`src/rtl/i2c_stretch_target.sv`:
```
module i2c_stretch_target #(
  parameter logic [6:0] OWN_ADDR = 7'h3A
) (
  input  logic       clk,
  input  logic       rst_n,
  input  logic       scl_i,
  input  logic       sda_i,
  output logic       scl_drive_low,
  output logic       sda_drive_low,
  output logic [7:0] rx_data,
  output logic       rx_valid,
  input  logic       rx_ready,
  input  logic [7:0] tx_data,
  input  logic       tx_valid,
  output logic       tx_ready
);

  typedef enum logic [3:0] {
    S_IDLE, S_ADDR, S_ADDR_END, S_ADDR_ACK,
    S_RX, S_RX_END, S_RX_ACK,
    S_TX_LOAD, S_TX, S_TX_END, S_TX_MACK, S_TX_NEXT,
    S_IGNORE
  } state_t;

  state_t      state;
  logic [2:0]  scl_sh, sda_sh;
  logic [2:0]  cnt;
  logic [7:0]  shreg;
  logic        rw, sda_low;

  wire scl_s     = scl_sh[1];
  wire scl_q     = scl_sh[2];
  wire sda_s     = sda_sh[1];
  wire scl_rise  = scl_s & ~scl_q;
  wire scl_fall  = ~scl_s & scl_q;
  wire start_det = scl_s & scl_q & sda_sh[2] & ~sda_s;
  wire stop_det  = scl_s & scl_q & ~sda_sh[2] & sda_s;

  assign sda_drive_low = sda_low;
  assign scl_drive_low = (state == S_TX_LOAD) | ((state == S_RX_ACK) & rx_valid);
  assign tx_ready      = (state == S_TX_LOAD) & tx_valid & ~start_det & ~stop_det;

  always_ff @(posedge clk or negedge rst_n) begin
    if (!rst_n) begin
      scl_sh <= 3'b111;
      sda_sh <= 3'b111;
    end else begin
      scl_sh <= {scl_sh[1:0], scl_i};
      sda_sh <= {sda_sh[1:0], sda_i};
    end
  end

  always_ff @(posedge clk or negedge rst_n) begin
    if (!rst_n) begin
      state    <= S_IDLE;
      cnt      <= '0;
      shreg    <= '0;
      rw       <= 1'b0;
      sda_low  <= 1'b0;
      rx_data  <= '0;
      rx_valid <= 1'b0;
    end else begin
      if (rx_valid && rx_ready) rx_valid <= 1'b0;
      if (start_det) begin
        state   <= S_ADDR;
        cnt     <= '0;
        sda_low <= 1'b0;
      end else if (stop_det) begin
        state   <= S_IDLE;
        sda_low <= 1'b0;
      end else begin
        case (state)
          S_ADDR: if (scl_rise) begin
            shreg <= {shreg[6:0], sda_s};
            cnt   <= cnt + 3'd1;
            if (cnt == 3'd7) state <= S_ADDR_END;
          end
          S_ADDR_END: if (scl_fall) begin
            if (shreg[7:1] == OWN_ADDR) begin
              sda_low <= 1'b1;
              rw      <= shreg[0];
              state   <= S_ADDR_ACK;
            end else begin
              state <= S_IGNORE;
            end
          end
          S_ADDR_ACK: if (scl_fall) begin
            sda_low <= 1'b0;
            cnt     <= '0;
            state   <= rw ? S_TX_LOAD : S_RX;
          end
          S_RX: if (scl_rise) begin
            shreg <= {shreg[6:0], sda_s};
            cnt   <= cnt + 3'd1;
            if (cnt == 3'd7) begin
              rx_data  <= {shreg[6:0], sda_s};
              rx_valid <= 1'b1;
              state    <= S_RX_END;
            end
          end
          S_RX_END: if (scl_fall) begin
            sda_low <= 1'b1;
            state   <= S_RX_ACK;
          end
          S_RX_ACK: if (scl_fall) begin
            sda_low <= 1'b0;
            cnt     <= '0;
            state   <= S_RX;
          end
          S_TX_LOAD: if (tx_valid) begin
            shreg   <= tx_data;
            sda_low <= ~tx_data[7];
            cnt     <= '0;
            state   <= S_TX;
          end
          S_TX: begin
            if (scl_rise) begin
              cnt <= cnt + 3'd1;
              if (cnt == 3'd7) state <= S_TX_END;
            end
            if (scl_fall) begin
              shreg   <= {shreg[6:0], 1'b0};
              sda_low <= ~shreg[6];
            end
          end
          S_TX_END: if (scl_fall) begin
            sda_low <= 1'b0;
            state   <= S_TX_MACK;
          end
          S_TX_MACK: if (scl_rise) state <= sda_s ? S_IGNORE : S_TX_NEXT;
          S_TX_NEXT: if (scl_fall) state <= S_TX_LOAD;
          default: ;
        endcase
      end
    end
  end

  p_scl_low_only_r10: assert property (@(posedge clk) disable iff (!rst_n)
    scl_drive_low |-> !scl_s)
    else $error("SCL pulled low while synchronized SCL high");

  p_sda_steady_r6: assert property (@(posedge clk) disable iff (!rst_n)
    (scl_s && scl_q && !start_det && !stop_det) |=> $stable(sda_drive_low))
    else $error("SDA drive changed during SCL high phase");

  p_rx_hold_r3: assert property (@(posedge clk) disable iff (!rst_n)
    (rx_valid && !rx_ready) |=> (rx_valid && $stable(rx_data)))
    else $error("pending received byte dropped or changed");

  p_take_while_held_r7: assert property (@(posedge clk) disable iff (!rst_n)
    tx_ready |-> scl_drive_low)
    else $error("transmit byte taken without holding SCL");

  p_ignore_quiet_r8: assert property (@(posedge clk) disable iff (!rst_n)
    (state == S_IGNORE) |-> (!sda_drive_low && !scl_drive_low && !tx_ready))
    else $error("bus driven while ignoring");

endmodule

```
`config.mk`:
```
export PLATFORM = sky130hd
export DESIGN_NAME = i2c_stretch_target
export DESIGN_NICKNAME = d
export VERILOG_FILES = /design/src/rtl/i2c_stretch_target.sv
export SDC_FILE = /design/constraint.sdc
export NUM_CORES = 1
export LEC_CHECK = 0
export BUFFER_PORTS_ARGS = -buffer_cell sky130_fd_sc_hd__clkbuf_2
export CAP_MARGIN = 25
export CORE_UTILIZATION = 29
export CTS_BUF_LIST = sky130_fd_sc_hd__clkbuf_16
export DETAILED_ROUTE_END_ITERATION = 10
export SLEW_MARGIN = 20
export SYNTH_ARGS = -nofsm -noshare
export SYNTH_HDL_FRONTEND = slang
export SYNTH_SLANG_ARGS = --single-unit
```
`constraint.sdc`:
```
create_clock -name clk -period 1.9 [get_ports clk]
set_input_delay 0.38 -clock clk [delete_from_list [all_inputs] [get_ports clk]]
set_output_delay 0.38 -clock clk [all_outputs]
set_load 0.005 [all_outputs]
```
==> results.sh <==
export IMPL_yosys_area_top_type_share=0.321
export IMPL_layout_nets=253
export IMPL_status="finished, final reports clean"
export IMPL_grt_pass1_vias=1594
export IMPL_cts_sinks=32
export IMPL_timing_final_crit_share=0.975
export IMPL_end_kind="output pin"
export IMPL_ios=26
export IMPL_coreArea_um2=6760
export IMPL_critPathKind="reg2out"
export IMPL_vias_per_cell=5.20
export IMPL_gp_congestion=0.894
export IMPL_regArea_um2=812
export IMPL_hold_viol_final=0
export IMPL_slowest_stage="dfstp_2"
export IMPL_intPower_mw=2.48
export IMPL_drtAntennaViolNets=0
export IMPL_fin_crit_ns=1.85
export IMPL_critPathMaxStageDelay_ns=0.58
export IMPL_max_freq_mhz=540
export IMPL_synthTopCellsByArea="dfrtp_1 32%, dfstp_2 7.8%, mux2_4 5.2%, mux2_1 5.0%, mux2_2 3.9%"
export IMPL_rows=30
export IMPL_ys_warn_count=0
export IMPL_finalInstanceArea_um2=2650
export IMPL_synthDistinctLibCells=61
export IMPL_setup_violations=0
export IMPL_die_area_um2=7330
export IMPL_tightest_slew_ns=0.560
export IMPL_setup_ws_ns=0.0469
export IMPL_htree_levels=2
export IMPL_synth_edf_count=0
export IMPL_arrival_ns=1.47
export IMPL_p_clk_frac=0.230
export IMPL_timing_hold_ws_ns=0.123
export IMPL_holdBufCountCts=0
export IMPL_startpoint_type="flip-flop"
export IMPL_worstSkewPairLatency_ns=0.27
export IMPL_cts_max_path_buffers=2
export IMPL_swShare=0.364
export IMPL_grt_ovfl_total=0
export IMPL_synth_cells=184
export IMPL_seqPwrFrac=0.262
export IMPL_clk_pin_slew_ns=0.05
export IMPL_final_util=0.391
export IMPL_vias=1654
export IMPL_grt_pass1_wl_um=8120
export IMPL_power_total_mw=3.90
export IMPL_start_util=0.300
export IMPL_power_leakage_nw=1.24
export IMPL_slew_violations=0
export IMPL_drc_errors=0
export IMPL_fin_skew_ns=0.00205
export IMPL_synth_seq_cells=32
export IMPL_synthesis_area_um2=2030
export IMPL_antenna_found_initial=0
export IMPL_pre_cts_ws_ns=-0.0255
export IMPL_die_height_um=85.6
export IMPL_crit_chain="buf_4 -> nand2_1 -> nor2b_4 -> nor3b_2 -> buf_2"
export IMPL_antenna_cells=0
export IMPL_area_growth_pct=30.5
export IMPL_final_common_cell="buf_4"
export IMPL_numCtsBuffers=5
export IMPL_placed_cell_area_um2=2400
export IMPL_first_pass_iters=4
export IMPL_wirelength_um=4950
export IMPL_layout_common_cells="31 x buf_4, 24 x clkbuf_2, 23 x dfrtp_1, 13 x o21ai_0, 10 x nor2_1"
export IMPL_syn_area_per_cell_um2=11.0
export IMPL_drive_above_1_share=0.475
export IMPL_relSlewSlack=0.622
export IMPL_grt_max_degree=33
export IMPL_nFillCells=657
export IMPL_cpLargestDelayFamily="flip-flops"
export IMPL_p_sw_mw=1.42
export IMPL_power_density_nw_per_um2=1470
export IMPL_worstHoldPathType="in2async"
export IMPL_avgRoutedWirePerCell_um=15.6
export IMPL_clockRootBuffer="clkbuf_16"
export IMPL_ys_seq_area_frac=0.399
export IMPL_synth_fp_nets=200
export IMPL_port_buffer_count=25
export IMPL_cp_required_ns=1.52
export IMPL_grt_usage=0.142
export IMPL_ir_drop_uv=675
export IMPL_critPathMaxFanout=8
export IMPL_die_x_um=85.6
export IMPL_crit_buf_inv=2
export IMPL_async_flop_share=1.00
export IMPL_hpwl_um=3560
export IMPL_drv_cap=0
export IMPL_synthFlopType="dfrtp_1"
export IMPL_yosysTopAreaCell="dfrtp_1"
export IMPL_cts_tree="yes"
export IMPL_multiInputGateArea_um2=1140
export IMPL_combPwrFrac=0.508
export IMPL_drt_iter0_drc=213
-- final timing paths --
kind	from	to	slack, ns	cells past startpoint
setup / recovery	scl_sh[1]$_DFF_PN1_	tx_ready	0.05	5
hold / removal	rst_n	rx_data[4]$_DFFE_PN0P_	0.12	2
setup reg to reg	scl_sh[1]$_DFF_PN1_	shreg[1]$_DFFE_PN0P_	0.06	7
hold reg to reg	sda_sh[0]$_DFF_PN1_	sda_sh[1]$_DFF_PN1_	0.35	0
max in group asynchronous	rst_n	sda_sh[1]$_DFF_PN1_	1.45	2
min in group clk	scl_i	scl_sh[0]$_DFF_PN1_	0.18	1
-- per-stage QoR --
step	setup TNS, ns	cells
after CTS	0	315
after global placement	-0.309	306
after global routing	-0.0135	318
after detailed placement	-0.157	306
after floorplan	0	184
final	0	318
-- cells in the mapped netlist (4+ instances only) --
cell type  number
nand2_1         9
nor2_1         10
buf_2           7
o21ai_0        13
dfrtp_1        26
mux2_2          7
mux2i_1         7
dfstp_2         6
mux2_4          7
a21oi_1         9
buf_6           4
mux2_1          9
nand3_1         5
inv_1           7
-- timing repair --
item,CTS,global route
endpoints found under the setup margin,9,11
resized for setup,8,8
setup buffers,1,3
pin swaps,0,2
-- logic make-up after synthesis --
| family | Yosys count | share of synthesized area |
|---|---|---|
| multiplexers | 30 | 0.175 |
| flip-flops | 32 | 0.399 |
| AND/OR/NAND/NOR | 45 | 0.144 |
| buffers and inverters | 20 | 0.0586 |
| AO/OA/AOI/OAI | 50 | 0.183 |
| adder cells (fa/ha/maj) | 4 | 0.0235 |
| XOR/XNOR | 3 | 0.0167 |
-- sequential cells by signal, summed over array words and instances, names as in the netlist --
name	flops
rx_data	8
state	4
sda_sh	3
scl_sh	3
sda_drive_low	1
rx_valid	1
shreg	8
rw	1
cnt	3
-- power by group through the flow --
stage               Clock, mW  Combinational (mW)  Sequential, mW
floorplan                   0                1.40           0.953
global placement            0                1.91            1.01
detailed placement          0                1.90            1.02
CTS                     0.910                1.95            1.01
global route            0.940                2.15            1.05
finish                  0.896                1.98            1.02
-- metal layers --
layer,global-route usage,share of wire,vias up
met5,0,0,-
met4,0.0500,0.026,0
met3,0.0366,0.062,12
met2,0.218,0.45,67
met1,0.194,0.46,787
li1,-,-,788
-- final cells by class --
class | instances | share of cell area
Clock buffer | 5 | 0.0473
Tap cell | 80 | 0.0378
Timing Repair Buffer | 59 | 0.151
Sequential cell | 32 | 0.307
Multi-Input combinational cell | 132 | 0.432
Clock inverter | 3 | 0.0142
Inverter | 7 | 0.00993
Power figures use the tool's default switching activity.
